**config.mk**
```make
export PLATFORM = sky130hd
export DESIGN_NAME = obwin_xlate
export DESIGN_NICKNAME = d
export VERILOG_FILES = /design/src/rtl/obwin_pkg.sv /design/src/rtl/obwin_ctrl.sv /design/src/rtl/obwin_dpath.sv /design/src/rtl/obwin_xlate.sv
export SDC_FILE = /design/constraint.sdc
export NUM_CORES = 1
export LEC_CHECK = 0
export ABC_AREA = 1
export BUFFER_PORTS_ARGS = -buffer_cell sky130_fd_sc_hd__buf_2
export CORE_UTILIZATION = 23
export DETAILED_ROUTE_END_ITERATION = 6
export PLACE_DENSITY_LB_ADDON = 0.05
export RECOVER_POWER = 25
export SLEW_MARGIN = 25
export SYNTH_ARGS = -nofsm -noshare
export SYNTH_HDL_FRONTEND = slang
export SYNTH_SLANG_ARGS = --single-unit
```
**constraint.sdc**
```tcl
create_clock -name clk -period 3 [get_ports clk]
set_input_delay 0.15 -clock clk [delete_from_list [all_inputs] [get_ports clk]]
set_output_delay 0.15 -clock clk [all_outputs]
set_load 0.01 [all_outputs]
```
**src/rtl/obwin_pkg.sv**
```systemverilog
package obwin_pkg;
  localparam int REG_AW = 3;

  typedef enum logic [REG_AW-1:0] {
    REG_CPU_WIN  = 3'd0,
    REG_START_HI = 3'd1,
    REG_END_HI   = 3'd2,
    REG_BUS_LO   = 3'd3,
    REG_BUS_HI   = 3'd4
  } regIdx_e;

  typedef struct packed {
    logic ldCpuWin;
    logic ldStartHi;
    logic ldEndHi;
    logic ldBusLo;
    logic ldBusHi;
  } winStrobe_t;
endpackage

```
**src/rtl/obwin_ctrl.sv**
```systemverilog
module obwin_ctrl
  import obwin_pkg::*;
(
  input  logic              clk,
  input  logic              rstN,
  input  logic              wrEn,
  input  logic [REG_AW-1:0] wrAddr,
  output winStrobe_t        strobes
);
  always_comb begin
    strobes = '0;
    if (wrEn) begin
      case (wrAddr)
        REG_CPU_WIN:  strobes.ldCpuWin  = 1'b1;
        REG_START_HI: strobes.ldStartHi = 1'b1;
        REG_END_HI:   strobes.ldEndHi   = 1'b1;
        REG_BUS_LO:   strobes.ldBusLo   = 1'b1;
        REG_BUS_HI:   strobes.ldBusHi   = 1'b1;
        default:      strobes = '0;
      endcase
    end
  end

  // a single write loads at most one register
  a_r2_one_strobe: assert property (@(posedge clk) disable iff (!rstN)
    $onehot0(strobes));

  // writes to unmapped indices load nothing
  a_r4_unmapped_quiet: assert property (@(posedge clk) disable iff (!rstN)
    (wrEn && wrAddr > 3'd4) |-> (strobes == '0));
endmodule

```
**src/rtl/obwin_dpath.sv**
```systemverilog
module obwin_dpath
  import obwin_pkg::*;
#(
  parameter int CPU_AW  = 40,
  parameter int BUS_AW  = 64,
  parameter int WORD_W  = 32,
  parameter int GRAN    = 20,
  parameter int BASE_LSB = 4
) (
  input  logic              clk,
  input  logic              rstN,
  input  winStrobe_t        strobes,
  input  logic [WORD_W-1:0] wrData,
  input  logic [REG_AW-1:0] rdAddr,
  output logic [WORD_W-1:0] rdData,
  input  logic [CPU_AW-1:0] reqAddr,
  output logic              hit,
  output logic [BUS_AW-1:0] busAddr
);
  localparam int FIELD_W = WORD_W - GRAN;
  localparam int HI_W    = CPU_AW - WORD_W;
  localparam int GAP_W   = GRAN - BASE_LSB - FIELD_W;
  localparam int BHI_W   = BUS_AW - WORD_W;
  localparam int EXT_W   = BUS_AW - CPU_AW;

  logic [FIELD_W-1:0] baseField, limField;
  logic [HI_W-1:0]    startHi, endHi;
  logic [WORD_W-1:0]  busLo;
  logic [BHI_W-1:0]   busHi;

  always_ff @(posedge clk or negedge rstN) begin
    if (!rstN) begin
      baseField <= '0;
      limField  <= '0;
      startHi   <= '0;
      endHi     <= '0;
      busLo     <= '0;
      busHi     <= '0;
    end else begin
      if (strobes.ldCpuWin) begin
        baseField <= wrData[BASE_LSB +: FIELD_W];
        limField  <= wrData[GRAN +: FIELD_W];
      end
      if (strobes.ldStartHi) startHi <= wrData[HI_W-1:0];
      if (strobes.ldEndHi)   endHi   <= wrData[HI_W-1:0];
      if (strobes.ldBusLo)   busLo   <= wrData;
      if (strobes.ldBusHi)   busHi   <= wrData[BHI_W-1:0];
    end
  end

  always_comb begin
    case (rdAddr)
      REG_CPU_WIN:  rdData = {limField, {GAP_W{1'b0}}, baseField, {BASE_LSB{1'b0}}};
      REG_START_HI: rdData = {{(WORD_W-HI_W){1'b0}}, startHi};
      REG_END_HI:   rdData = {{(WORD_W-HI_W){1'b0}}, endHi};
      REG_BUS_LO:   rdData = busLo;
      REG_BUS_HI:   rdData = busHi[WORD_W-1:0];
      default:      rdData = '0;
    endcase
  end

  logic [CPU_AW-1:0] cpuBase, cpuLimit, offset;
  logic [BUS_AW-1:0] busBase;
  logic              winEnable, inRange;

  assign cpuBase   = {startHi, baseField, {GRAN{1'b0}}};
  assign cpuLimit  = {endHi, limField, {GRAN{1'b1}}};
  assign busBase   = {busHi, busLo};
  assign winEnable = |{startHi, endHi, baseField, limField};
  assign inRange   = (reqAddr >= cpuBase) && (reqAddr <= cpuLimit);
  assign hit       = winEnable && inRange;
  assign offset    = reqAddr - cpuBase;
  assign busAddr   = hit ? (busBase + {{EXT_W{1'b0}}, offset}) : '0;

  // a miss never leaks an address
  a_r9_miss_zero: assert property (@(posedge clk) disable iff (!rstN)
    !hit |-> (busAddr == '0));

  // cleared window fields mean no hit
  a_r10_disabled: assert property (@(posedge clk) disable iff (!rstN)
    (startHi == '0 && endHi == '0 && baseField == '0 && limField == '0) |-> !hit);

  // inverted range never hits
  a_r11_inverted: assert property (@(posedge clk) disable iff (!rstN)
    (cpuLimit < cpuBase) |-> !hit);

  // a hit lies at or above the window start
  a_r7_above_start: assert property (@(posedge clk) disable iff (!rstN)
    hit |-> (reqAddr >= cpuBase));

  // a strobed bus-base word holds the written data one edge later
  a_r2_bus_lo_load: assert property (@(posedge clk) disable iff (!rstN)
    strobes.ldBusLo |=> (busLo == $past(wrData)));

  // with no strobe, window state holds
  a_r2_hold: assert property (@(posedge clk) disable iff (!rstN)
    (strobes == '0) |=> ($stable(busLo) && $stable(busHi) && $stable(startHi) &&
                         $stable(endHi) && $stable(baseField) && $stable(limField)));
endmodule

```
**src/rtl/obwin_xlate.sv**
```systemverilog
module obwin_xlate
  import obwin_pkg::*;
#(
  parameter int CPU_AW = 40,
  parameter int BUS_AW = 64,
  parameter int WORD_W = 32
) (
  input  logic              clk,
  input  logic              rstN,
  input  logic              wrEn,
  input  logic [2:0]        wrAddr,
  input  logic [WORD_W-1:0] wrData,
  input  logic [2:0]        rdAddr,
  output logic [WORD_W-1:0] rdData,
  input  logic [CPU_AW-1:0] reqAddr,
  output logic              hit,
  output logic [BUS_AW-1:0] busAddr
);
  winStrobe_t strobes;

  obwin_ctrl u_ctrl (
    .clk     (clk),
    .rstN    (rstN),
    .wrEn    (wrEn),
    .wrAddr  (wrAddr),
    .strobes (strobes)
  );

  obwin_dpath #(
    .CPU_AW (CPU_AW),
    .BUS_AW (BUS_AW),
    .WORD_W (WORD_W)
  ) u_dpath (
    .clk     (clk),
    .rstN    (rstN),
    .strobes (strobes),
    .wrData  (wrData),
    .rdAddr  (rdAddr),
    .rdData  (rdData),
    .reqAddr (reqAddr),
    .hit     (hit),
    .busAddr (busAddr)
  );
endmodule

```
==> results.ini <==
[detailed_routing]
wirelength_um=63800
drc_errors=0
wire_per_inst_um=20.7
vias=14000
drt_iter0_markers=955
ant_nets=0
vias_per_cell=4.54
dr.pass1.iters=5

[grt]
grt_max_degree=68
globalRouteOverflowTotal=0
antenna_found_initial=2
first_global_vias=13600
track_usage_pct=25.0
grt_pass1_wl_um=90500

[synth]
ys_top_cells_by_area=nand2_1 23%, dfrtp_1 23%, inv_1 12%
yosysTopAreaCellShare_pct=22.7
synth_area_per_cell_um2=5.80
synth-seq-cells=104
yosys_warnings=0
netlist_area_mm2=0.0115
netlist-cell-type-count=37
netlist_instances=1974
syn_nets=2141
yosys.area.top_type=nand2_1
yosysSeqAreaShare_pct=22.7

[clocking]
cts_buffer_depth=2
path_clk_slew_ns=0.07
clock_latency_ns=0.37
cts_tree=done
clock-sinks=104
numCtsBuffers=9
root_buffer=clkbuf_16
cts_max_level=3

[placement]
place.gp.congestion=0.929
portBuffers=177
dp_cells=3020
dpl.hpwl_um=54300
placed_cell_area_mm2=0.0150

[sta]
setup_tns_ns=-33.92
hold_slack_ns=0.0632
slew_headroom_pct=-27.5
worst_pin_slew_ns=1.91
setup_viol=42
period_share_pct=132
skew_ns=0
slew_viol_final=49
min_period_ns=3.96
rsz0062_at_grt=yes
finalWorstSetupSlack_ns=-0.964
finalHoldViolations=0
max_freq_ghz=0.252

[outcome]
outcome=finished with violations
violations=capacitance limit, slew limit, setup timing

[critical_path]
end_kind=output pin
worstPathArrival_ns=3.81
crit_type=reg2out
critPathLaunchType=flop
cp_max_fo=4
required_ns=2.85

[cells_and_area]
layout.nets=2587
drive_gt1_share_pct=43.4
final_cells=3088
areaGrowthSynthToFinish_pct=64.5
final_area_mm2=0.0188
antennaDiodeCount=0

[floorplanning]
ioPinCount=178
die_x_um=225
design.die.area_mm2=0.0507
fp-row-count=81
die_y_um=225
initial_core_util_pct=23.4
core_mm2=0.0491

[run]
maxCapViolCount=1

[power_and_ir_drop]
ir_worst_vdd_uv=271
powerDensity_mw_per_mm2=735
p_leak_nw=9.58

[min_path]
min_path_type=in2reg

## critical path: stages, from the launching register on
cell	delay, ns
dfrtp_2	0.47
inv_2	0.08
ha_4	0.27
nand3b_1	0.23
nor2_2	0.23
nor2_4	0.06
o21ai_4	0.18
nand3_2	0.12
nand2_4	0.09
xor2_4	0.20
ha_4	0.26
nand2_4	0.11
inv_4	0.06
nand2_4	0.07
nand3_4	0.10
a21oi_4	0.17
buf_6	0.11
o21bai_1	0.06
nand2_1	0.14
a21oi_2	0.08
nor2_2	0.17
buf_2	0.16
## cell usage in the layout, fill, tap and decap left out, types with 64 or more instances in the layout
master   instances
nand2_2        113
nor2_2          64
inv_1          292
buf_2          169
buf_4          224
dfrtp_1        100
o21ai_0        116
nor2_1         114
inv_2           81
nand2_1        521
## layout make-up
cell class	instances	area, um2
clock inverters	6	68.8
multi-input cells	1452	10200
flip-flops and latches	104	2610
fillers	5414	30200
repair buffers	468	3470
well taps	664	831
inverters	385	1490
clock buffers	9	225
## cells in the mapped netlist
cell type  number
nand2_1       694
nor4_1          9
nor2_8          1
xor2_1         12
nor2_2         22
o211ai_1        3
nand3b_1        3
fa_1            2
o22ai_1         3
o221ai_1       17
nor3_2          3
ha_1           84
dfrtp_1       104
o2111ai_1       4
o21ai_2         1
a21oi_1        68
a221oi_1        4
inv_1         381
nand2_2         1
nor2_4          1
nand4_1        20
a21o_1          6
nor2_1        206
a31oi_1         1
nor2b_1         1
inv_2           4
buf_6           3
o21ai_0       131
nor3_1         22
buf_4           3
xnor2_1        36
o21bai_1        9
nand3_1        82
or2_2           1
clkbuf_1       27
and2_1          2
a21boi_0        3
## metrics by stage
stage	util, %	power [mW]	setup WS (ns)
CTS	35.5	12.6	-1.02
detailed placement	30.5	9.12	-1.36
global placement	30.5	9.14	-1.44
floorplan	-	5.49	-0.0239
finish	38.4	13.9	-0.964
global route	38.4	14.8	-1.14
## where the power goes
group / switching, mW / internal (mW) / total [mW]
clock network: 0.584 / 0.646 / 1.23
registers: 0.498 / 1.66 / 2.16
logic: 5.88 / 4.58 / 10.5
total: 6.96 / 6.89 / 13.9
## state kept, by name, indices dropped and copies added (netlist names)
name	count
u_dpath.endHi	8
u_dpath.startHi	8
u_dpath.limField	12
u_dpath.busHi	32
u_dpath.baseField	12
u_dpath.busLo	32
## cells by family after synthesis
group | after synthesis | share of synthesized area, %
AO/OA/AOI/OAI | 250 | 12.3
XOR/XNOR | 48 | 3.67
adder cells (fa/ha/maj) | 86 | 9.52
buffers and inverters | 418 | 14.0
flip-flops | 104 | 22.7
AND/OR/NAND/NOR | 1068 | 37.8
## metal layers
layer	share of wire, %	global-route usage, %
met1	48	35.7
met2	45	40.0
met3	4.2	2.72
met4	2.1	5.82
met5	0	0
## path summary, 6_finish.rpt
path / from / to / slack (ns) / depth (start not counted)
setup / recovery: u_dpath.baseField[1]$_DFFE_PN0P_ / busAddr[60] / -0.96 / 21
hold / removal: wrData[16] / u_dpath.busHi[16]$_DFFE_PN0P_ / 0.06 / 3
setup reg to reg: u_dpath.busLo[29]$_DFFE_PN0P_ / u_dpath.busLo[29]$_DFFE_PN0P_ / 1.99 / 3
hold reg to reg: u_dpath.startHi[7]$_DFFE_PN0P_ / u_dpath.startHi[7]$_DFFE_PN0P_ / 0.49 / 2
max in group asynchronous: rstN / u_dpath.busLo[0]$_DFFE_PN0P_ / 1.49 / 3
min in group asynchronous: rstN / u_dpath.busLo[16]$_DFFE_PN0P_ / 0.54 / 2
## timing repair
item | 4_1_cts | 5_1_grt
pin swaps | 176 | 211
setup buffers | 26 | 30
hold buffers | 1 | 0
hold endpoints to repair | 37 | 0
cloned | 1 | 2
setup endpoints to repair | 63 | 64
resized for setup | 472 | 315
Note: power is estimated with default switching activity, not from simulation.
